<file path="config.mk">
export PLATFORM = sky130hd
export DESIGN_NAME = spi_multi_master
export DESIGN_NICKNAME = d
export VERILOG_FILES = /design/src/rtl/spim_pkg.sv /design/src/rtl/spim_regs.sv /design/src/rtl/spim_seq.sv /design/src/rtl/spim_shift.sv /design/src/rtl/spi_multi_master.sv
export SDC_FILE = /design/constraint.sdc
export NUM_CORES = 1
export LEC_CHECK = 0
export BUFFER_PORTS_ARGS = -buffer_cell sky130_fd_sc_hd__buf_2
export CELL_PAD_IN_SITES_DETAIL_PLACEMENT = 1
export CELL_PAD_IN_SITES_GLOBAL_PLACEMENT = 2
export CORE_MARGIN = 1.5
export CORE_UTILIZATION = 46
export CTS_CLUSTER_DIAMETER = 30
export DETAILED_ROUTE_END_ITERATION = 8
export PLACE_DENSITY = 0.91
export SKIP_LAST_GASP = 1
export SYNTH_ARGS = -nofsm -noshare
export SYNTH_HDL_FRONTEND = slang
export SYNTH_SLANG_ARGS = --single-unit
</file>
<file path="constraint.sdc">
create_clock -name clk -period 8.45 [get_ports clk]
set_input_delay 0.4225 -clock clk [delete_from_list [all_inputs] [get_ports clk]]
set_output_delay 0.4225 -clock clk [all_outputs]
set_load 0.01 [all_outputs]
</file>
<file path="src/rtl/spim_pkg.sv">
package spim_pkg;

   localparam int REG_W  = 32;
   localparam int A_MODE = 0;
   localparam int A_TX   = 1;
   localparam int A_RX   = 2;
   localparam int A_STAT = 3;
   localparam int A_CFG0 = 4;

   typedef struct packed {
      logic [7:0] gap_dly;
      logic [7:0] start_dly;
      logic [1:0] spare;
      logic [3:0] xbits;
      logic       cpha;
      logic       cpol;
      logic [7:0] div;
   } spim_cfg_t;

   typedef enum logic [1:0] {
      SQ_IDLE,
      SQ_LEAD,
      SQ_SHIFT,
      SQ_GAP
   } spim_state_e;

   function automatic logic [7:0] at_least_one(input logic [7:0] v);
      return (v == 8'd0) ? 8'd1 : v;
   endfunction

endpackage

</file>
<file path="src/rtl/spim_regs.sv">
module spim_regs
   import spim_pkg::*;
#(
   parameter int N_CS   = 4,
   parameter int DATA_W = 16,
   parameter int IDX_W  = 2,
   parameter int ADDR_W = 3
) (
   input  logic                        clk,
   input  logic                        rst_n,
   input  logic                        wr,
   input  logic                        rd,
   input  logic [ADDR_W-1:0]           addr,
   input  logic [REG_W-1:0]            wdata,
   output logic [REG_W-1:0]            rdata,
   output logic                        sel_var,
   output logic [IDX_W-1:0]            sel_fix,
   output spim_cfg_t [N_CS-1:0]        cfg,
   output logic                        tx_full,
   output logic [DATA_W-1:0]           tx_word,
   output logic [IDX_W-1:0]            tx_idx,
   input  logic                        tx_take,
   input  logic                        rx_push,
   input  logic [DATA_W-1:0]           rx_word,
   output logic                        rx_full,
   output logic                        ovr,
   input  logic                        seq_idle
);

   logic [DATA_W-1:0] rx_q;
   logic              rd_rx, rd_st, wr_tx, wr_mode;

   assign rd_rx   = rd && (addr == ADDR_W'(A_RX));
   assign rd_st   = rd && (addr == ADDR_W'(A_STAT));
   assign wr_tx   = wr && (addr == ADDR_W'(A_TX));
   assign wr_mode = wr && (addr == ADDR_W'(A_MODE));

   always_ff @(posedge clk or negedge rst_n) begin
      if (!rst_n) begin
         sel_var <= 1'b0;
         sel_fix <= '0;
         tx_full <= 1'b0;
         tx_word <= '0;
         tx_idx  <= '0;
         rx_q    <= '0;
         rx_full <= 1'b0;
         ovr     <= 1'b0;
      end else begin
         if (tx_take) tx_full <= 1'b0;
         if (wr_tx) begin
            tx_full <= 1'b1;
            tx_word <= wdata[DATA_W-1:0];
            tx_idx  <= wdata[DATA_W +: IDX_W];
         end
         if (wr_mode) begin
            sel_var <= wdata[0];
            sel_fix <= wdata[2 +: IDX_W];
         end
         if (rd_rx) rx_full <= 1'b0;
         if (rd_st) ovr <= 1'b0;
         if (rx_push) begin
            if (ovr || (rx_full && !rd_rx)) begin
               ovr <= 1'b1;
            end else begin
               rx_q    <= rx_word;
               rx_full <= 1'b1;
            end
         end
      end
   end

   for (genvar g = 0; g < N_CS; g++) begin : g_cfg
      always_ff @(posedge clk or negedge rst_n) begin
         if (!rst_n)
            cfg[g] <= '0;
         else if (wr && (addr == ADDR_W'(A_CFG0 + g)))
            cfg[g] <= spim_cfg_t'(wdata);
      end
   end

   always_comb begin
      rdata = '0;
      case (addr)
         ADDR_W'(A_MODE): begin
            rdata[0]           = sel_var;
            rdata[2 +: IDX_W]  = sel_fix;
         end
         ADDR_W'(A_RX):   rdata[DATA_W-1:0] = rx_q;
         ADDR_W'(A_STAT): rdata[3:0] = {ovr, seq_idle && !tx_full, rx_full, !tx_full};
         default: begin
            for (int g = 0; g < N_CS; g++)
               if (addr == ADDR_W'(A_CFG0 + g)) rdata = REG_W'(cfg[g]);
         end
      endcase
   end

endmodule

</file>
<file path="src/rtl/spim_seq.sv">
module spim_seq
   import spim_pkg::*;
#(
   parameter int N_CS  = 4,
   parameter int IDX_W = 2
) (
   input  logic             clk,
   input  logic             rst_n,
   input  logic             tx_full,
   input  logic [IDX_W-1:0] tgt,
   input  logic [7:0]       start_dly,
   input  logic [7:0]       gap_dly,
   input  logic             word_done,
   output logic             load,
   output logic             arm,
   output logic [N_CS-1:0]  cs_n,
   output logic [IDX_W-1:0] cur,
   output logic             idle
);

   spim_state_e st;
   logic [7:0]  cnt, lead_lim, gap_lim;
   logic        lead_end, gap_end;

   assign lead_lim = at_least_one(start_dly);
   assign gap_lim  = at_least_one(gap_dly);
   assign lead_end = (st == SQ_LEAD) && (cnt == lead_lim - 8'd1);
   assign gap_end  = (st == SQ_GAP)  && (cnt == gap_lim - 8'd1);
   assign load     = lead_end || (gap_end && tx_full && (tgt == cur));
   assign arm      = (st == SQ_IDLE) && tx_full;
   assign idle     = (st == SQ_IDLE);

   always_ff @(posedge clk or negedge rst_n) begin
      if (!rst_n) begin
         st   <= SQ_IDLE;
         cnt  <= '0;
         cur  <= '0;
         cs_n <= '1;
      end else begin
         case (st)
            SQ_IDLE: if (tx_full) begin
               cur  <= tgt;
               cs_n <= ~(N_CS'(1) << tgt);
               cnt  <= '0;
               st   <= SQ_LEAD;
            end
            SQ_LEAD: begin
               if (lead_end) st <= SQ_SHIFT;
               else          cnt <= cnt + 8'd1;
            end
            SQ_SHIFT: if (word_done) begin
               cnt <= '0;
               st  <= SQ_GAP;
            end
            SQ_GAP: begin
               if (gap_end) begin
                  if (load) begin
                     st <= SQ_SHIFT;
                  end else begin
                     st   <= SQ_IDLE;
                     cs_n <= '1;
                  end
               end else begin
                  cnt <= cnt + 8'd1;
               end
            end
            default: st <= SQ_IDLE;
         endcase
      end
   end

endmodule

</file>
<file path="src/rtl/spim_shift.sv">
module spim_shift #(
   parameter int DATA_W   = 16,
   parameter int MIN_BITS = 8
) (
   input  logic              clk,
   input  logic              rst_n,
   input  logic              arm,
   input  logic              arm_cpol,
   input  logic              load,
   input  logic [DATA_W-1:0] tx_word,
   input  logic [7:0]        div,
   input  logic              cpha,
   input  logic [3:0]        xbits,
   input  logic              miso,
   output logic              sck,
   output logic              mosi,
   output logic              done,
   output logic [DATA_W-1:0] rx_word
);

   localparam int LEN_W  = $clog2(DATA_W + 1);
   localparam int ECNT_W = $clog2(2 * DATA_W);

   logic [DATA_W-1:0] tx_sr, rx_sr;
   logic [LEN_W-1:0]  len_new, len_q;
   logic [ECNT_W-1:0] ecnt;
   logic [7:0]        tmr, div_q;
   logic              cpha_q, active, edge_now, sample_now, last_edge;

   always_comb begin
      int ext;
      ext     = MIN_BITS + int'(xbits);
      len_new = (ext > DATA_W) ? LEN_W'(DATA_W) : LEN_W'(ext);
   end

   assign edge_now   = active && (tmr == div_q);
   assign sample_now = (ecnt[0] == cpha_q);
   assign last_edge  = (ecnt == ECNT_W'(2 * int'(len_q) - 1));
   assign mosi       = tx_sr[DATA_W-1];
   assign rx_word    = rx_sr;

   always_ff @(posedge clk or negedge rst_n) begin
      if (!rst_n) begin
         sck    <= 1'b0;
         tx_sr  <= '0;
         rx_sr  <= '0;
         len_q  <= LEN_W'(MIN_BITS);
         ecnt   <= '0;
         tmr    <= '0;
         div_q  <= '0;
         cpha_q <= 1'b0;
         active <= 1'b0;
         done   <= 1'b0;
      end else begin
         done <= 1'b0;
         if (arm) sck <= arm_cpol;
         if (load) begin
            tx_sr  <= tx_word << (DATA_W - int'(len_new));
            rx_sr  <= '0;
            len_q  <= len_new;
            div_q  <= div;
            cpha_q <= cpha;
            ecnt   <= '0;
            tmr    <= '0;
            active <= 1'b1;
         end else if (edge_now) begin
            tmr  <= '0;
            sck  <= ~sck;
            ecnt <= ecnt + 1'b1;
            if (sample_now)
               rx_sr <= {rx_sr[DATA_W-2:0], miso};
            else if (ecnt != '0)
               tx_sr <= tx_sr << 1;
            if (last_edge) begin
               active <= 1'b0;
               done   <= 1'b1;
            end
         end else if (active) begin
            tmr <= tmr + 8'd1;
         end
      end
   end

endmodule

</file>
<file path="src/rtl/spi_multi_master.sv">
module spi_multi_master
   import spim_pkg::*;
#(
   parameter int N_CS     = 4,
   parameter int DATA_W   = 16,
   parameter int MIN_BITS = 8,
   localparam int IDX_W   = (N_CS > 1) ? $clog2(N_CS) : 1,
   localparam int ADDR_W  = $clog2(A_CFG0 + N_CS)
) (
   input  logic              clk,
   input  logic              rst_n,
   input  logic              reg_wr,
   input  logic              reg_rd,
   input  logic [ADDR_W-1:0] reg_addr,
   input  logic [REG_W-1:0]  reg_wdata,
   output logic [REG_W-1:0]  reg_rdata,
   output logic              sck,
   output logic              mosi,
   input  logic              miso,
   output logic [N_CS-1:0]   cs_n
);

   if (N_CS < 1 || N_CS > 4) begin : g_bad_ncs
      $error("spi_multi_master: N_CS must be 1..4");
   end
   if (DATA_W < MIN_BITS || DATA_W + IDX_W > REG_W - 14 || MIN_BITS < 2) begin : g_bad_w
      $error("spi_multi_master: DATA_W/MIN_BITS out of range");
   end

   spim_cfg_t [N_CS-1:0] cfg;
   spim_cfg_t            cur_cfg;
   logic                 sel_var, tx_full, rx_full, ovr, seq_idle;
   logic [IDX_W-1:0]     sel_fix, tx_idx, tgt, cur;
   logic [DATA_W-1:0]    tx_word, rx_word;
   logic                 load, arm, done, tgt_cpol;

   spim_regs #(.N_CS(N_CS), .DATA_W(DATA_W), .IDX_W(IDX_W), .ADDR_W(ADDR_W)) u_regs (
      .clk(clk), .rst_n(rst_n), .wr(reg_wr), .rd(reg_rd), .addr(reg_addr),
      .wdata(reg_wdata), .rdata(reg_rdata), .sel_var(sel_var), .sel_fix(sel_fix),
      .cfg(cfg), .tx_full(tx_full), .tx_word(tx_word), .tx_idx(tx_idx),
      .tx_take(load), .rx_push(done), .rx_word(rx_word), .rx_full(rx_full),
      .ovr(ovr), .seq_idle(seq_idle)
   );

   if (N_CS > 1) begin : g_multi
      assign tgt = sel_var ? tx_idx : sel_fix;
   end else begin : g_single
      assign tgt = '0;
   end

   assign cur_cfg  = cfg[cur];
   assign tgt_cpol = cfg[tgt].cpol;

   spim_seq #(.N_CS(N_CS), .IDX_W(IDX_W)) u_seq (
      .clk(clk), .rst_n(rst_n), .tx_full(tx_full), .tgt(tgt),
      .start_dly(cur_cfg.start_dly), .gap_dly(cur_cfg.gap_dly),
      .word_done(done), .load(load), .arm(arm), .cs_n(cs_n), .cur(cur),
      .idle(seq_idle)
   );

   spim_shift #(.DATA_W(DATA_W), .MIN_BITS(MIN_BITS)) u_shift (
      .clk(clk), .rst_n(rst_n), .arm(arm), .arm_cpol(tgt_cpol), .load(load),
      .tx_word(tx_word), .div(cur_cfg.div), .cpha(cur_cfg.cpha),
      .xbits(cur_cfg.xbits), .miso(miso), .sck(sck), .mosi(mosi),
      .done(done), .rx_word(rx_word)
   );

endmodule

</file>
==> results of run 1 <==
==> layout make-up <==
class	count	area (µm²)	share of cell area, %
clock buffers	67	1525	9.372
clock inverters	42	620.6	3.813
repair buffers	98	553.0	3.398
inverters	20	75.07	0.4613
flip-flops and latches	245	6140	37.73
multi-input cells	751	6880	42.28
well taps	384	480.5	2.952
==> state kept, by name (all words and copies together), names as in the netlist, 2 cells and up <==
| name | count |
|---|---|
| u_seq.st | 2 |
| u_shift.tx_sr | 16 |
| u_shift.div_q | 8 |
| u_seq.cnt | 8 |
| u_regs.tx_word | 16 |
| u_seq.cs_n | 4 |
| u_shift.rx_word | 16 |
| u_seq.cur | 2 |
| u_regs.rx_q | 16 |
| u_shift.ecnt | 5 |
| u_shift.tmr | 8 |
| u_regs.sel_fix | 2 |
| u_shift.len_q | 4 |
| u_regs.cfg | 128 |
| u_regs.tx_idx | 2 |
==> power groups by stage <==
stage                     clock network (mW)  registers [mW]  logic (mW)
after floorplan                            0            1.64        1.80
after global placement                     0            1.75        2.21
after detailed placement                   0            1.77        2.28
after CTS                               2.47            1.77        2.34
after global routing                    2.53            1.82        2.54
final                                   2.44            1.78        2.36
==> layer usage <==
| layer | part of all wire (%) | vias to the layer above | track usage (%) | wire (µm) |
|---|---|---|---|---|
| li1 | - | 4251 | - | - |
| met4 | 2.9 | 0 | 9.601 | 1161 |
| met3 | 5.3 | 91 | 4.035 | 2111 |
| met1 | 43 | 5142 | 36.65 | 17340 |
| met5 | 0 | - | 0 | 0 |
| met2 | 49 | 314 | 45.05 | 19470 |
==> worst min-delay path by stage <==
stage | cells past startpoint | endpoint | slack (ps) | startpoint
3_5_place_dp | 1 | u_regs.rx_q[4]$_DFFE_PN0P_ | 500 | u_regs.rx_q[4]$_DFFE_PN0P_
2_1_floorplan | 0 | u_regs.cfg[0]$_DFFE_PN0P_ | 130 | rst_n
5_1_grt | 1 | u_regs.cfg[118]$_DFFE_PN0P_ | 30 | rst_n
3_3_place_gp | 1 | u_regs.cfg[79]$_DFFE_PN0P_ | 490 | u_regs.cfg[79]$_DFFE_PN0P_
6_report | 1 | u_regs.cfg[118]$_DFFE_PN0P_ | -50 | rst_n
4_1_cts | 1 | u_regs.cfg[21]$_DFFE_PN0P_ | 5 | rst_n
==> metrics by stage <==
step / hold slack [ps] / std cells
5_1_grt: 29.91 / 1607
3_3_place_gp: 486.5 / 1498
2_1_floorplan: 126.9 / 1085
4_1_cts: 5.281 / 1607
6_report: -52.06 / 1607
3_5_place_dp: 496.1 / 1498
==> cells by family after synthesis <==
family	share of synthesized area, %
AOI/OAI and AO/OA	7.403
muxes	31.00
and+or+nand+nor	9.247
xor gates and xnor gates	2.883
DFF	45.91
adders and majority gates	0.7487
buffers and inverters	2.817
==> synthesized netlist by cell type (20+ instances only) <==
master / n
mux2_2: 175
clkbuf_1: 43
a22o_1: 23
mux4_2: 47
xnor2_1: 26
nand2_1: 45
nor2_1: 51
dfrtp_1: 240
mux2i_1: 99
and2_1: 20
==> worst reg2reg max path, delay by kind of cell (launching register included) <==
| kind | cells | cell delay, ps |
|---|---|---|
| AO/OA/AOI/OAI | 3 | 280 |
| buffers and inverters | 2 | 760 |
| flip-flops | 1 | 490 |
| AND/OR/NAND/NOR | 1 | 830 |
| adder cells (fa/ha/maj) | 1 | 860 |
| multiplexers | 3 | 1400 |
==> flow_summary.yaml, run 1 <==
critical_path:
  crit_chain: "buf_4, mux4_2, nor2b_2, inv_1, ha_1, mux4_2, mux2i_1, o22ai_1, a21oi_1, a21oi_1"
  worstSetupPathDepth: 10
  crit_family: "multiplexers"
  r2r_start: "u_seq.cur[0]$_DFFE_PN0P_"
  endpoint_kind: "flop"
  cp_data_required_time_ps: 8870
  worst_ep_arrival_time_ps: 5180
  crit_fanout: 29
  cp-startpoint: "u_seq.cur[0]$_DFFE_PN0P_"
  cp_slowest_stage_delay_ps: 860
  reg2regPathDepth: 10
  crit_path_end: "u_shift.tx_sr[15]$_DFFE_PN0P_"
  r2r-end: "u_shift.tx_sr[15]$_DFFE_PN0P_"
  cpMaxStageDelayCell: "ha_1"
  path_buf_inv: 2
  path_class: "reg2reg"
  rrSetupSlack_ps: 3690
  worst_setup_path_start_kind: "flop"
synth:
  synth.yosys.seq_area_share_pct: 45.91
  synth_area_um2: 13370
  yosys.cell_types.count: 70
  postSynthCellCount: 1085
  synthTopCellsByArea: "dfrtp_1 (45%), mux2_2 (15%), mux4_2 (7.9%)"
  yosysWarningCount: 0
  synth_top_flop_cell: "dfrtp_1"
  async_flop_share_pct: 100.0
  synth-edff-count: 0
  synth_top_area_cell: "dfrtp_1"
  synth.avg_cell_area_um2: 12.32
  synth_nets: 1133
  synth.top_cell.area_share_pct: 44.92
  synth_seq_cells: 245
floorplanning:
  start_util_pct: 46.70
  core-area_um2: 28630
  fp.dieArea_um2: 30100
  core.rowCount: 62
  die_w_um: 173.5
  top_level_ports: 78
  die_height_um: 173.5
timing:
  setup_viol: 0
  post-route-min-period_ps: 4761
  skew_ps: 16.87
  grt_setup_unrepaired: "false"
  slew_violations: 0
  worst_pin_slew_ps: 1218
  post-route-period-util_pct: 56.34
  maxSlewHeadroom_pct: 18.62
  fin_tns_setup_ps: 0
  whs_ps: -52.06
  finalHoldViolCount: 25
  max_freq_mhz: 210.0
  timing.final.ws_setup_ps: 3689
hold_path:
  holdCritPathClass: "in2async"
power:
  clkPwrFrac_pct: 37.1
  power.leakage_nw: 7.080
  pwr_density_cell_nw_per_um2: 404.4
  irDropWorstVdd_v: 0.0002268
  seqPwrFrac_pct: 27.1
  power_frac_comb_pct: 35.8
  p_int_mw: 4.222
  power.net_switching_mw: 2.358
  power_mw: 6.581
  power.share.switching_pct: 35.84
route:
  drt_wl_total_um: 40080
  ant_nets: 0
  drt_first_pass_iters: 4
  wl_per_cell_um: 24.94
  via_count: 9798
  drcViolationCount: 0
  via_per_inst: 6.097
  drtIter0Drc: 607
cts:
  postCtsHoldBufs: 0
  cts_resized: 0
  postCtsSetupBuffers: 0
  cts_root_buf: "clkbuf_16"
  clockBufferDepth: 3
  cts.reportedPaths.clkPinSlew_ps: 50
  numCtsBuffers: 58
  ctsHtreeMaxLevel: 2
  cts_tree: "yes"
  clk_latency_ps: 570
  cts_sinks: 245
placed_design:
  post-place-ws_ps: 3836
  place_area_um2: 14130
  port_buffers: 77
  hpwl_um: 24300
  globalplace.congestion: 0.8074
grt:
  grt_pass1_wl_um: 63820
  gr-total-overflow: 0
  track_usage_pct: 27.23
  grt_max_degree: 127
  antenna_found_initial: 1
  grt_pass1_vias: 10756
final_layout:
  final_common_cell: "dfrtp_1"
  fin_nets: 1222
  diodes: 0
  area_growth_pct: 21.73
  postLayoutCellArea_um2: 16270
  drive_above_1_share_pct: 36.88
  final_core_util_pct: 56.85
  fillers: 2829
  final_cell_mix: "dfrtp_1 (238), mux2_2 (175), mux2i_1 (99)"
status:
  run_status: "finished, violations left"
  failed_checks: "hold timing"
job:
  drv_cap: 0
Power figures use the tool's default switching activity.
==> run 2: changes to the inputs <==
- CORE_UTILIZATION: 46 -> 43
- PLACE_DENSITY: 0.91 -> 0.87
- clock period: 8.45 -> 4.5 ns (I/O delays scaled with it)
==> flow_summary.yaml, run 2 (synthesis gave the netlist of run 1 again) <==
critical_path:
  reg2regPathDepth: 15
  endpoint_kind: "flop"
  rrSetupSlack_ps: 210
  cp_data_required_time_ps: 4980
  crit_fanout: 34
  worst_ep_arrival_time_ps: 4770
  path_class: "reg2reg"
  worst_setup_path_start_kind: "flop"
hold_path:
  whs_path_depth: 2
  holdCritPathClass: "in2reg"
route:
  drt_wl_total_um: 42920
  via_per_inst: 6.093
  ant_nets: 0
  wl_per_cell_um: 25.84
  drt_first_pass_iters: 5
  drtIter0Drc: 665
  via_count: 10121
  drcViolationCount: 0
power:
  power_mw: 12.90
  seqPwrFrac_pct: 26.2
  irDropWorstVdd_v: 0.0003873
  clkPwrFrac_pct: 37.8
  power_frac_comb_pct: 36.0
  power.share.switching_pct: 35.48
  pwr_density_cell_nw_per_um2: 765.9
  power.net_switching_mw: 4.577
  power.leakage_nw: 7.357
  p_int_mw: 8.321
placed_design:
  place_inst: 1518
  port_buffers: 77
  post-place-ws_ps: 388.6
  hpwl_um: 25340
  globalplace.congestion: 0.8479
job:
  drv_cap: 0
timing:
  setup_viol: 0
  fin_tns_setup_ps: 0
  timing.final.ws_setup_ps: 212.6
  max_freq_mhz: 233.2
  grt_setup_unrepaired: "false"
  slew_violations: 0
  whs_ps: 27.74
  maxSlewHeadroom_pct: 31.87
  post-route-period-util_pct: 95.28
  finalHoldViolCount: 0
  post-route-min-period_ps: 4287
  skew_ps: 45.67
  worst_pin_slew_ps: 1018
cts:
  cts_root_buf: "clkbuf_16"
  ctsHtreeMaxLevel: 2
  clk_latency_ps: 600
  clockBufferDepth: 3
  numCtsBuffers: 57
  cts.reportedPaths.clkPinSlew_ps: 50
  cts_sinks: 245
  cts_tree: "yes"
floorplanning:
  start_util_pct: 43.71
  core.rowCount: 64
  fp.dieArea_um2: 32160
  die_w_um: 179.3
  top_level_ports: 78
  die_height_um: 179.3
  core-area_um2: 30590
grt:
  gr-total-overflow: 0
  antenna_found_initial: 2
  grt_pass1_wl_um: 66880
  grt_pass1_vias: 11186
  grt_max_degree: 121
  track_usage_pct: 27.32
final_layout:
  drive_above_1_share_pct: 36.66
  fin_nets: 1264
  area_growth_pct: 25.96
  fin_cells: 1661
  largest_register_ffs: 128
  final_common_cell: "dfrtp_1"
  max_flop_register: "u_regs.cfg"
  final_cell_mix: "dfrtp_1 (238), mux2_2 (175), mux2i_1 (99)"
status:
  run_status: "completed"
[run 2: cell types whose count changed in the layout (fill, tap and decap cells not counted), sizes merged]
cell         before  now
dlygate4sd3       0   30
buf              98  111
clkinvlp         13    6
bufinv           13   18
inv              23   19
clkinv           13   16
diode             0    2
[run 2: final timing paths]
path / startpoint / to
worst max-delay path: u_seq.cur[0]$_DFFE_PN0P_ / u_shift.tx_sr[6]$_DFFE_PN0P_
worst min-delay path: reg_wdata[6] / u_regs.tx_word[6]$_DFFE_PN0P_
worst max register to register: u_seq.cur[0]$_DFFE_PN0P_ / u_shift.tx_sr[6]$_DFFE_PN0P_
worst min register to register: u_regs.rx_q[9]$_DFFE_PN0P_ / u_regs.rx_q[9]$_DFFE_PN0P_
max in group asynchronous: rst_n / u_regs.cfg[45]$_DFFE_PN0P_
min in group asynchronous: rst_n / u_regs.cfg[90]$_DFFE_PN0P_
[run 2: power groups by stage]
stage	logic [mW]	registers, mW	clock network, mW
floorplan	3.37	3.07	0
global placement	4.22	3.33	0
detailed placement	4.35	3.36	0
CTS	4.52	3.37	4.93
global route	4.98	3.45	5.02
finish	4.65	3.38	4.88
[run 2: stage by stage]
stage / area (µm²) / utilization, %
after floorplan: 13370 / -
final: 16840 / 55.05
after global placement: 14230 / 46.52
after global routing: 16840 / 55.05
after detailed placement: 14230 / 46.52
after CTS: 16790 / 54.88
[run 2: routing by layer]
layer	wire [µm]	global-route usage, %
met1	18080	36.29
met2	21040	44.78
met3	2261	4.686
met4	1543	10.33
met5	0	0
[run 2: timing repair]
action                     in CTS  in global routing
setup endpoints to repair       0                 14
gates resized for setup         0                  1
hold endpoints to repair      231                  0
buffers inserted                0                  5
hold buffers                   30                  0
[run 2: critical path, stage by stage, from the launching register on]
cell      delay (ps)
dfrtp_2          440
buf_4            260
buf_4            170
mux4_2           610
nor3_1           190
a21oi_1          170
ha_1             350
xor2_1           170
nand2_1           80
a211oi_1         340
o311ai_0         260
nor3_1           260
a32oi_2           80
buf_4            270
or3_1            400
o21ai_1          100
[run 2: cell type report]
cell class	count	area, µm²
multi-input cells	751	6889
clock buffers	67	1534
inverters	20	75.07
well taps	396	495.5
clock inverters	39	725.7
repair buffers	141	975.9
diodes	2	5.005
flip-flops and latches	245	6140
fillers	3049	13750
